<file path="config.mk">
export PLATFORM = sky130hd
export DESIGN_NAME = rs485_dir_ctrl
export DESIGN_NICKNAME = d
export VERILOG_FILES = /design/src/rtl/rs485_dir_pkg.sv /design/src/rtl/rs485_setup_timer.sv /design/src/rtl/rs485_dir_fsm.sv /design/src/rtl/rs485_pin_stage.sv /design/src/rtl/rs485_dir_ctrl.sv
export SDC_FILE = /design/constraint.sdc
export NUM_CORES = 1
export LEC_CHECK = 0
export ABC_AREA = 0
export CAP_MARGIN = 20
export CORE_AREA = 8 8 45 47
export DETAILED_ROUTE_END_ITERATION = 10
export DIE_AREA = 0 0 53 55
export DONT_BUFFER_PORTS = 1
export PLACE_DENSITY = 0.61
export SETUP_SLACK_MARGIN = 0.15
export SLEW_MARGIN = 20
export SYNTH_ARGS = -nofsm -noshare
export SYNTH_HDL_FRONTEND = slang
export SYNTH_SLANG_ARGS = --single-unit
</file>
<file path="constraint.sdc">
create_clock -name clk -period 3.47 [get_ports clk]
set_input_delay 0.694 -clock clk [delete_from_list [all_inputs] [get_ports clk]]
set_output_delay 0.694 -clock clk [all_outputs]
set_load 0.005 [all_outputs]
</file>
<file path="src/rtl/rs485_dir_pkg.sv">
package rs485_dir_pkg;
  typedef enum logic [1:0] {
    ST_RECV  = 2'd0,
    ST_SETUP = 2'd1,
    ST_XMIT  = 2'd2
  } dir_state_e;
endpackage

</file>
<file path="src/rtl/rs485_setup_timer.sv">
module rs485_setup_timer #(
  parameter int BIT_CYCLES = 16
) (
  input  logic clk,
  input  logic rst,
  input  logic load,
  input  logic run,
  output logic done
);
  localparam int CNT_W = (BIT_CYCLES > 1) ? $clog2(BIT_CYCLES) : 1;
  localparam logic [CNT_W-1:0] LOAD_VAL = CNT_W'(BIT_CYCLES - 1);

  logic [CNT_W-1:0] cnt_q;

  always_ff @(posedge clk) begin
    if (rst)                  cnt_q <= '0;
    else if (load)            cnt_q <= LOAD_VAL;
    else if (run && cnt_q != '0) cnt_q <= cnt_q - 1'b1;
  end

  assign done = run && (cnt_q == '0);


  cnt_range_chk: assert property (@(posedge clk) disable iff (rst)
    {1'b0, cnt_q} < (CNT_W+1)'(BIT_CYCLES));

  load_value_chk: assert property (@(posedge clk) disable iff (rst)
    load |=> cnt_q == LOAD_VAL);
endmodule

</file>
<file path="src/rtl/rs485_dir_fsm.sv">
module rs485_dir_fsm
  import rs485_dir_pkg::*;
(
  input  logic       clk,
  input  logic       rst,
  input  logic       mode_en,
  input  logic       tx_avail,
  input  logic       stop_done,
  input  logic       setup_done,
  output dir_state_e state_q,
  output dir_state_e state_d,
  output logic       setup_load,
  output logic       setup_run
);
  always_comb begin
    state_d    = state_q;
    setup_load = 1'b0;
    if (!mode_en) begin
      state_d = ST_RECV;
    end else begin
      unique case (state_q)
        ST_RECV: if (tx_avail) begin
          state_d    = ST_SETUP;
          setup_load = 1'b1;
        end
        ST_SETUP: if (setup_done) state_d = ST_XMIT;
        ST_XMIT:  if (stop_done && !tx_avail) state_d = ST_RECV;
        default:  state_d = ST_RECV;
      endcase
    end
  end

  assign setup_run = (state_q == ST_SETUP);

  always_ff @(posedge clk) begin
    if (rst) state_q <= ST_RECV;
    else     state_q <= state_d;
  end


  hold_xmit_chk: assert property (@(posedge clk) disable iff (rst)
    (state_q == ST_XMIT && mode_en && !stop_done) |=> state_q == ST_XMIT);

  back_to_back_chk: assert property (@(posedge clk) disable iff (rst)
    (state_q == ST_XMIT && mode_en && tx_avail) |=> state_q == ST_XMIT);

  disable_clears_chk: assert property (@(posedge clk) disable iff (rst)
    !mode_en |=> state_q == ST_RECV);
endmodule

</file>
<file path="src/rtl/rs485_pin_stage.sv">
module rs485_pin_stage
  import rs485_dir_pkg::*;
(
  input  logic       clk,
  input  logic       rst,
  input  logic       mode_en,
  input  logic       pol_inv,
  input  logic       static_level,
  input  logic       hold_empty,
  input  logic       tx_avail,
  input  logic       ser_busy,
  input  dir_state_e state_d,
  output logic       dir_pin,
  output logic       tx_go,
  output logic       tx_empty
);
  logic drive_on;
  assign drive_on = (state_d != ST_RECV);

  always_ff @(posedge clk) begin
    if (rst) begin
      dir_pin  <= 1'b1;
      tx_go    <= 1'b0;
      tx_empty <= 1'b0;
    end else if (!mode_en) begin
      dir_pin  <= static_level;
      tx_go    <= 1'b1;
      tx_empty <= hold_empty;
    end else begin
      dir_pin  <= pol_inv ? drive_on : ~drive_on;
      tx_go    <= (state_d == ST_XMIT);
      tx_empty <= (state_d == ST_RECV) && !tx_avail && !ser_busy;
    end
  end


  empty_needs_idle_chk: assert property (@(posedge clk) disable iff (rst)
    (mode_en && tx_avail) |=> !tx_empty);
endmodule

</file>
<file path="src/rtl/rs485_dir_ctrl.sv">
module rs485_dir_ctrl
  import rs485_dir_pkg::*;
#(
  parameter int BIT_CYCLES = 16
) (
  input  logic clk,
  input  logic rst,
  input  logic mode_en,
  input  logic pol_inv,
  input  logic static_level,
  input  logic tx_avail,
  input  logic ser_busy,
  input  logic stop_done,
  input  logic hold_empty,
  output logic dir_pin,
  output logic tx_go,
  output logic tx_empty
);
  dir_state_e state_q, state_d;
  logic setup_load, setup_run, setup_done;

  rs485_setup_timer #(.BIT_CYCLES(BIT_CYCLES)) u_timer (
    .clk(clk), .rst(rst), .load(setup_load), .run(setup_run), .done(setup_done)
  );

  rs485_dir_fsm u_fsm (
    .clk(clk), .rst(rst), .mode_en(mode_en), .tx_avail(tx_avail),
    .stop_done(stop_done), .setup_done(setup_done),
    .state_q(state_q), .state_d(state_d),
    .setup_load(setup_load), .setup_run(setup_run)
  );

  rs485_pin_stage u_pin (
    .clk(clk), .rst(rst), .mode_en(mode_en), .pol_inv(pol_inv),
    .static_level(static_level), .hold_empty(hold_empty),
    .tx_avail(tx_avail), .ser_busy(ser_busy), .state_d(state_d),
    .dir_pin(dir_pin), .tx_go(tx_go), .tx_empty(tx_empty)
  );


  go_needs_drive_chk: assert property (@(posedge clk) disable iff (rst)
    (tx_go && mode_en && $past(mode_en) && $stable(pol_inv) && $past(!rst))
      |-> dir_pin == pol_inv);

  idle_level_chk: assert property (@(posedge clk) disable iff (rst)
    (mode_en && state_q == ST_RECV && $stable(mode_en) && $stable(pol_inv)
      && $past(!rst)) |-> dir_pin == !pol_inv);

  empty_state_chk: assert property (@(posedge clk) disable iff (rst)
    (tx_empty && mode_en && $past(mode_en) && $past(!rst)) |-> state_q == ST_RECV);
endmodule

</file>
==> results of run 1 <==
report_power, final:
group	total, mW	leakage (nW)	internal [mW]	switching, mW
clock	0.0751	0.0150	0.0440	0.0311
sequential	0.117	0.0743	0.110	0.00659
combinational	0.0302	0.0969	0.0154	0.0148
total	0.222	0.186	0.170	0.0525
sequential cells by signal, indices dropped and copies added, names as in the netlist:
signal          flops
u_timer.cnt_q       4
u_fsm.state_q       2
u_pin.dir_pin       1
u_pin.tx_empty      1
u_pin.tx_go         1
cell usage after synthesis:
master / count
dfxtp_1: 9
nor2_1: 5
a211oi_1: 4
nand2b_1: 4
a21oi_1: 3
a31oi_1: 3
inv_1: 3
nor3_1: 3
and2b_1: 2
ha_1: 2
nand3b_1: 2
or3b_2: 2
a22oi_1: 1
and4bb_2: 1
clkbuf_1: 1
clkbuf_2: 1
nand2b_4: 1
nand3_1: 1
nand4_1: 1
nor2b_1: 1
nor3b_1: 1
nor4b_1: 1
o21ai_0: 1
o41ai_1: 1
or3b_1: 1
or4_1: 1
path summary, 6_finish.rpt:
path | from | endpoint | slack, ps | cells past startpoint
hold reg to reg | u_timer.cnt_q[3]$_SDFFE_PP0P_ | u_timer.cnt_q[3]$_SDFFE_PP0P_ | 520 | 2
hold / removal | rst | u_pin.tx_empty$_SDFF_PP0_ | 510 | 1
setup reg to reg | u_timer.cnt_q[0]$_SDFFE_PP0P_ | u_timer.cnt_q[1]$_SDFFE_PP0P_ | 1940 | 5
setup / recovery | u_timer.cnt_q[0]$_SDFFE_PP0P_ | u_timer.cnt_q[1]$_SDFFE_PP0P_ | 1940 | 5
metrics by stage:
step	std cells	utilization, %	power [mW]
CTS	74	38.3	0.226
global route	74	38.3	0.240
detailed placement	70	36.4	0.150
global placement	70	36.4	0.149
floorplan	56	-	0.146
finish	74	38.3	0.222
per-layer routing:
metal  GRT usage, %  part of all wire [%]  routed length, um
met2           11.9                    47                447
met4           2.59                   2.4                 23
met1           8.42                    44                424
met5              0                     0                  0
met3           4.01                   6.9                 66
cells by family after synthesis:
group | synth area share (%)
AO/OA/AOI/OAI | 17.3
adder cells (fa/ha/maj) | 5.08
buffers and inverters | 4.06
flip-flops | 36.5
AND/OR/NAND/NOR | 37.1
area by class of cell:
type | count | share of cell area [%]
multi-input cells | 42 | 55.2
inverters | 3 | 2.12
clock buffers | 4 | 4.95
well taps | 16 | 3.77
flip-flops and latches | 9 | 34.0
layout by cell type (no fill, tap or decap):
master / count
a211oi_1: 4
a21oi_1: 3
a22oi_1: 1
a31oi_1: 3
and2b_1: 2
and4bb_2: 1
clkbuf_1: 1
clkbuf_4: 3
dfxtp_1: 9
ha_1: 2
inv_1: 3
nand2b_1: 4
nand2b_4: 1
nand3_1: 1
nand3b_1: 2
nand4_1: 1
nor2_1: 5
nor2b_1: 1
nor3_1: 3
nor3b_1: 1
nor4b_1: 1
o21ai_0: 1
o41ai_1: 1
or3b_1: 1
or3b_2: 2
or4_1: 1
worst register-to-register path, cell delays in order (launching register included):
cell and delay [ps]:
dfxtp_1 340, inv_1 90, ha_1 180, or3b_2 480, a211oi_1 240, a211oi_1 80
==> impl_metrics.toml, run 1 <==
[run_status]
status = "completed"

[clock_tree]
clock_path_buffers = 2
clk_latency_ps = 250
clkTransAtPathRegs_ps = 60
cts_sinks = 9
holdBufCountCts = 0
cts_tree = "built"
numCtsBuffers = 3
cts_htree_levels = 1
cts_setup_buffers = 0
cts_root_buf = "clkbuf_4"
cts_resized = 0

[sta]
worst_pin_slew_ps = 389
hold_slack_ps = 508
min_period_over_period_pct = 44.2
rsz0062_at_grt = "false"
slew_violations = 0
hold_violations = 0
max_slew_margin_pct = 74.0
finClkSkew_ps = 3.30
fin_ws_ps = 1940
max_freq_mhz = 653
totalNegativeSetupSlack_ps = 0
setup_violations = 0
min_period_ps = 1530

[synth]
ys_seq_area_share_pct = 36.5
netlist_instances = 56
synth_top_area_cell = "dfxtp_1"
synth_area_sq_um = 493
syn_area_per_cell_sq_um = 8.80
ys_warn_count = 0
ys_ff_latch = 9
synth_fp_nets = 67
synth_top_cell_area_share_pct = 36.5
synth_area_leaders = "dfxtp_1, a211oi_1, ha_1"
netlist-cell-type-count = 26

[finish]
drive_gt1_share_pct = 12.1
antennaDiodeCount = 0
fillers = 137
nets = 70
final_cell_area_sq_um = 531
synthToLayoutAreaGrowth_pct = 7.61
multi_input_area_sq_um = 293
seq_area_sq_um = 180

[place]
place_area_sq_um = 504
place.gp.congestion = 0.714
hpwl_um = 760
io_buffer_count = 0
pre_cts_slack_ps = 1940

[global_route]
antenna_found_initial = 0
grt_max_degree = 11
overflow = 0
grt_pass1_vias = 391
grt_usage_pct = 7.51
grt_pass1_wl_um = 1660

[detailed_routing]
avgRoutedWirePerCell_um = 13.0
dr_total_vias = 397
drcViolationCount = 0
drt_iter0_drc = 11
drtPass1Iterations = 4
wl_um = 961
via_per_inst = 5.36
drtAntennaViolNets = 0

[die]
initial_core_util_pct = 35.6
ios = 12
die_area_sq_um = 2920
core_sq_um = 1380
die_h_um = 55
die_w_um = 53
placementRows = 14

[worst_setup_path]
critPathTopFamily = "simple AND/OR/NAND/NOR gates"
cpPeakStageDelay_ps = 480
crit_path_max_fanout = 5
arrival_ps = 1660
crit_top_cell = "a211oi_1"
crit_slowest_cell = "or3b_2"
cp.required_ps = 3600
cp.buffers_inverters = 1
startpoint_type = "flop"
worstPathCellList = "inv_1 > ha_1 > or3b_2 > a211oi_1 > a211oi_1"
worstSetupPathType = "reg -> reg"
cp-end-kind = "flop"

[flow_run]
timing.max_cap.violations = 0

[worst_hold_path]
hp-class = "in -> reg"

[power_and_ir_drop]
powerDensity_nw_per_um2 = 419
ir_drop_mv = 0.171
leakagePower_nw = 0.186
No activity file was read; power rests on OpenSTA's default activity.
==> inputs of run 2 (changes only) <==
- PLACE_DENSITY: 0.61 -> 0.63
- clock period: 3.47 -> 1.4 ns (I/O delays scaled with it)
==> impl_metrics.toml, run 2 (synthesized netlist as in run 1, its figures left out) <==
[run_status]
status = "completed"

[sta]
max_freq_mhz = 776
hold_violations = 0
rsz0062_at_grt = "true"
finClkSkew_ps = 6.91
min_period_ps = 1290
totalNegativeSetupSlack_ps = 0
worst_pin_slew_ps = 283
hold_slack_ps = 79.2
setup_violations = 0
slew_violations = 0
max_slew_margin_pct = 80.9
fin_ws_ps = 112
min_period_over_period_pct = 92.0

[clock_tree]
clk_latency_ps = 260
holdBufCountCts = 0
cts_root_buf = "clkbuf_4"
clock_path_buffers = 2
cts_sinks = 9
cts_htree_levels = 1
numCtsBuffers = 3
cts_tree = "built"
clkTransAtPathRegs_ps = 60

[worst_setup_path]
startpoint_type = "flop"
r2r.worst_path.cells = 5
arrival_ps = 1480
critPathTopFamily = "simple AND/OR/NAND/NOR gates"
cp.buffers_inverters = 1
worstSetupPathType = "reg -> reg"
cpPeakStageDelay_ps = 390
worstPathCellList = "inv_4 > ha_4 > nor3b_2 > or4_1 > a31oi_1"
cp.required_ps = 1590
crit_path_max_fanout = 3
crit_slowest_cell = "or4_1"
cp-end-kind = "flop"
path_depth = 5

[detailed_routing]
drcViolationCount = 0
drt_iter0_drc = 2
avgRoutedWirePerCell_um = 14.2
wl_um = 1100
drtPass1Iterations = 4
drtAntennaViolNets = 0
dr_total_vias = 411
via_per_inst = 5.34

[flow_run]
timing.max_cap.violations = 0

[die]
ios = 12
die_area_sq_um = 2920
core_sq_um = 1380
initial_core_util_pct = 35.6
die_h_um = 55
placementRows = 14
die_w_um = 53

[global_route]
overflow = 0
top_usage_layer = "met2"
met1_usage_pct = 9.83
antenna_found_initial = 0
grt_max_degree = 11
grt_pass1_wl_um = 1810
grt_pass1_vias = 427
grt_usage_pct = 8.34
gr-usage-met3_pct = 2.41
use_met2_pct = 13.1

[finish]
final_cell_area_sq_um = 591
final_common_cell = "dfxtp_1"
drive_gt1_share_pct = 29.5
antennaDiodeCount = 0
layout_common_cells = "dfxtp_1, nor2_1, nand2b_1"
regMostFlops = "u_timer.cnt_q"
fin_util_pct = 42.7
largest_reg_flops = 4
top_regs = "u_timer.cnt_q x4, u_fsm.state_q x2"
synthToLayoutAreaGrowth_pct = 19.8
nets = 73

[place]
place_area_sq_um = 539
io_buffer_count = 0
place.gp.congestion = 0.816
hpwl_um = 804
pre_cts_slack_ps = 67.2

[power_and_ir_drop]
leakagePower_nw = 0.210
powerDensity_nw_per_um2 = 1000
ir_drop_mv = 0.387

[worst_hold_path]
hp-class = "in -> reg"
worstHoldPathCells = 1
==> run 2: metrics by stage <==
stage | std cells | power (mW)
floorplan | 56 | 0.378
global placement | 71 | 0.390
detailed placement | 71 | 0.390
CTS | 77 | 0.598
global route | 77 | 0.627
finish | 77 | 0.593
==> run 2: path summary, 6_finish.rpt <==
kind | startpoint | to | slack, ps
min reg2reg | u_timer.cnt_q[3]$_SDFFE_PP0P_ | u_timer.cnt_q[3]$_SDFFE_PP0P_ | 530
min | rst | u_timer.cnt_q[1]$_SDFFE_PP0P_ | 80
max reg2reg | u_timer.cnt_q[0]$_SDFFE_PP0P_ | u_timer.cnt_q[2]$_SDFFE_PP0P_ | 110
max | u_timer.cnt_q[0]$_SDFFE_PP0P_ | u_timer.cnt_q[2]$_SDFFE_PP0P_ | 110
==> run 2: power by group <==
group | switching [mW] | internal (mW) | total, mW
clock network | 0.0882 | 0.110 | 0.198
logic | 0.0479 | 0.0574 | 0.105
registers | 0.0163 | 0.274 | 0.290
total | 0.152 | 0.441 | 0.593
==> run 2: metal layers <==
layer  wire (um)  part of all wire [%]
met5           0                     0
met4           8                  0.73
met3          51                   4.6
met2         543                    49
met1         493                    45
==> run 2: what timing repair did <==
action / 4_1_cts / 5_1_grt
gates resized for setup: 3 / 0
endpoints found under the setup margin: 5 / 5
buffers inserted: 2 / 0
==> run 2: cell type report <==
type,count,area (sq um)
sequential,9,185
clock buffer,4,26.3
fill,145,793
tap,16,20.0
inverter,3,13.8
multi-input combinational,42,323
timing repair buffer,3,22.5
==> inputs of run 3 (changes only) <==
- PLACE_DENSITY: 0.63 -> 0.61
- SKIP_CTS_REPAIR_TIMING: unset -> 1
- clock period: 1.4 -> 1.2 ns (I/O delays scaled with it)
==> impl_metrics.toml, run 3 (synthesized netlist as in run 1, its figures left out) <==
[sta]
max_slew_margin_pct = 79.0
rsz0062_at_grt = "true"
slew_violations = 0
max_freq_mhz = 760
min_period_over_period_pct = 110
setup_violations = 4
hold_slack_ps = 24.9
min_period_ps = 1310
totalNegativeSetupSlack_ps = -342
worst_pin_slew_ps = 310
fin_ws_ps = -115
hold_violations = 0
finClkSkew_ps = 9.34

[die]
core_sq_um = 1380
die_w_um = 53
die_area_sq_um = 2920
ios = 12
initial_core_util_pct = 35.6
placementRows = 14
die_h_um = 55

[power_and_ir_drop]
powerDensity_nw_per_um2 = 1140
swShare_pct = 27.5
p_sw_mw = 0.201
p_int_mw = 0.530
leakagePower_nw = 0.235
power_frac_seq_pct = 46.3
ir_drop_mv = 0.533
p_comb_share_pct = 20.0
clockPowerShare_pct = 33.7

[detailed_routing]
drtAntennaViolNets = 0
wl_um = 1120
via_per_inst = 5.46
drt_iter0_drc = 11
dr_total_vias = 431
avgRoutedWirePerCell_um = 14.2
drcViolationCount = 0
drtPass1Iterations = 4

[finish]
synthToLayoutAreaGrowth_pct = 30.5
largest_reg_flops = 4
layout_common_cells = "nor2_1, buf_4, dfxtp_1, nand2b_1"
nets = 75
drive_gt1_share_pct = 42.9
fin_util_pct = 46.5
antennaDiodeCount = 0
final_cell_area_sq_um = 643
top_regs = "u_timer.cnt_q x4, u_fsm.state_q x2"
fillers = 135
seq_area_sq_um = 188
regMostFlops = "u_timer.cnt_q"
multi_input_area_sq_um = 360

[place]
hpwl_um = 826
place_area_sq_um = 574
pre_cts_slack_ps = -92.6
io_buffer_count = 0
place.gp.congestion = 0.723

[worst_setup_path]
worstPathCellList = "inv_2 > ha_4 > or3b_4 > a211oi_2 > a211oi_1"
worstSetupPathType = "reg -> reg"
startpoint_type = "flop"
crit_path_max_fanout = 3
cp-end-kind = "flop"
cp.required_ps = 1350
cpPeakStageDelay_ps = 400
arrival_ps = 1470
r2r_setup_slack_ps = -110
crit_slowest_cell = "or3b_4"

[global_route]
overflow = 0
grt_pass1_wl_um = 1700
antenna_found_initial = 0
grt_max_degree = 11
grt_usage_pct = 8.16
grt_pass1_vias = 412

[clock_tree]
numCtsBuffers = 3
cts_sinks = 9
cts_root_buf = "clkbuf_4"
cts_htree_levels = 1
clk_latency_ps = 270
clock_path_buffers = 2
cts_tree = "built"
clkTransAtPathRegs_ps = 70

[run_status]
status = "finished, violations left"
failed_checks = "negative setup slack"

[worst_hold_path]
hp-class = "in -> reg"

[flow_run]
timing.max_cap.violations = 0
==> run 3: power by group through the flow <==
stage	logic [mW]	clock network, mW	registers (mW)
6_report	0.146	0.246	0.338
5_1_grt	0.161	0.264	0.341
4_1_cts	0.131	0.261	0.337
3_5_place_dp	0.130	0	0.344
3_3_place_gp	0.130	0	0.344
2_1_floorplan	0.105	0	0.344
==> run 3: final cells by class <==
class	instances	share of cell area, %
Inverter	3	1.75
Clock buffer	4	4.09
Timing Repair Buffer	5	5.84
Sequential cell	9	29.2
Multi-Input combinational cell	42	56.0
Tap cell	16	3.11
==> run 3: worst max-delay path: cells and delay by family, from the launching register on <==
kind	cells	cell delay (ps)
simple gates	1	400
flops	1	330
compound gates	2	270
fa+ha+maj	1	140
buf+inv	1	70
==> run 3: worst paths after layout <==
| kind | startpoint | end | cells past startpoint |
|---|---|---|---|
| max | u_timer.cnt_q[1]$_SDFFE_PP0P_ | u_timer.cnt_q[1]$_SDFFE_PP0P_ | 5 |
| min | rst | u_timer.cnt_q[3]$_SDFFE_PP0P_ | 1 |
| max reg2reg | u_timer.cnt_q[1]$_SDFFE_PP0P_ | u_timer.cnt_q[1]$_SDFFE_PP0P_ | 5 |
| min reg2reg | u_timer.cnt_q[0]$_SDFFE_PP0P_ | u_timer.cnt_q[0]$_SDFFE_PP0P_ | 2 |
==> run 3: stage by stage <==
step / power [mW] / instances
4_1_cts: 0.729 / 79
3_3_place_gp: 0.473 / 75
5_1_grt: 0.766 / 79
3_5_place_dp: 0.474 / 75
2_1_floorplan: 0.449 / 56
6_report: 0.731 / 79
==> run 3: metal layers <==
metal,track usage [%],wire length (um),vias up
met2,12.7,526,8
met5,0,0,-
li1,-,-,224
met4,6.47,30,0
met1,8.58,489,197
met3,3.48,75,2
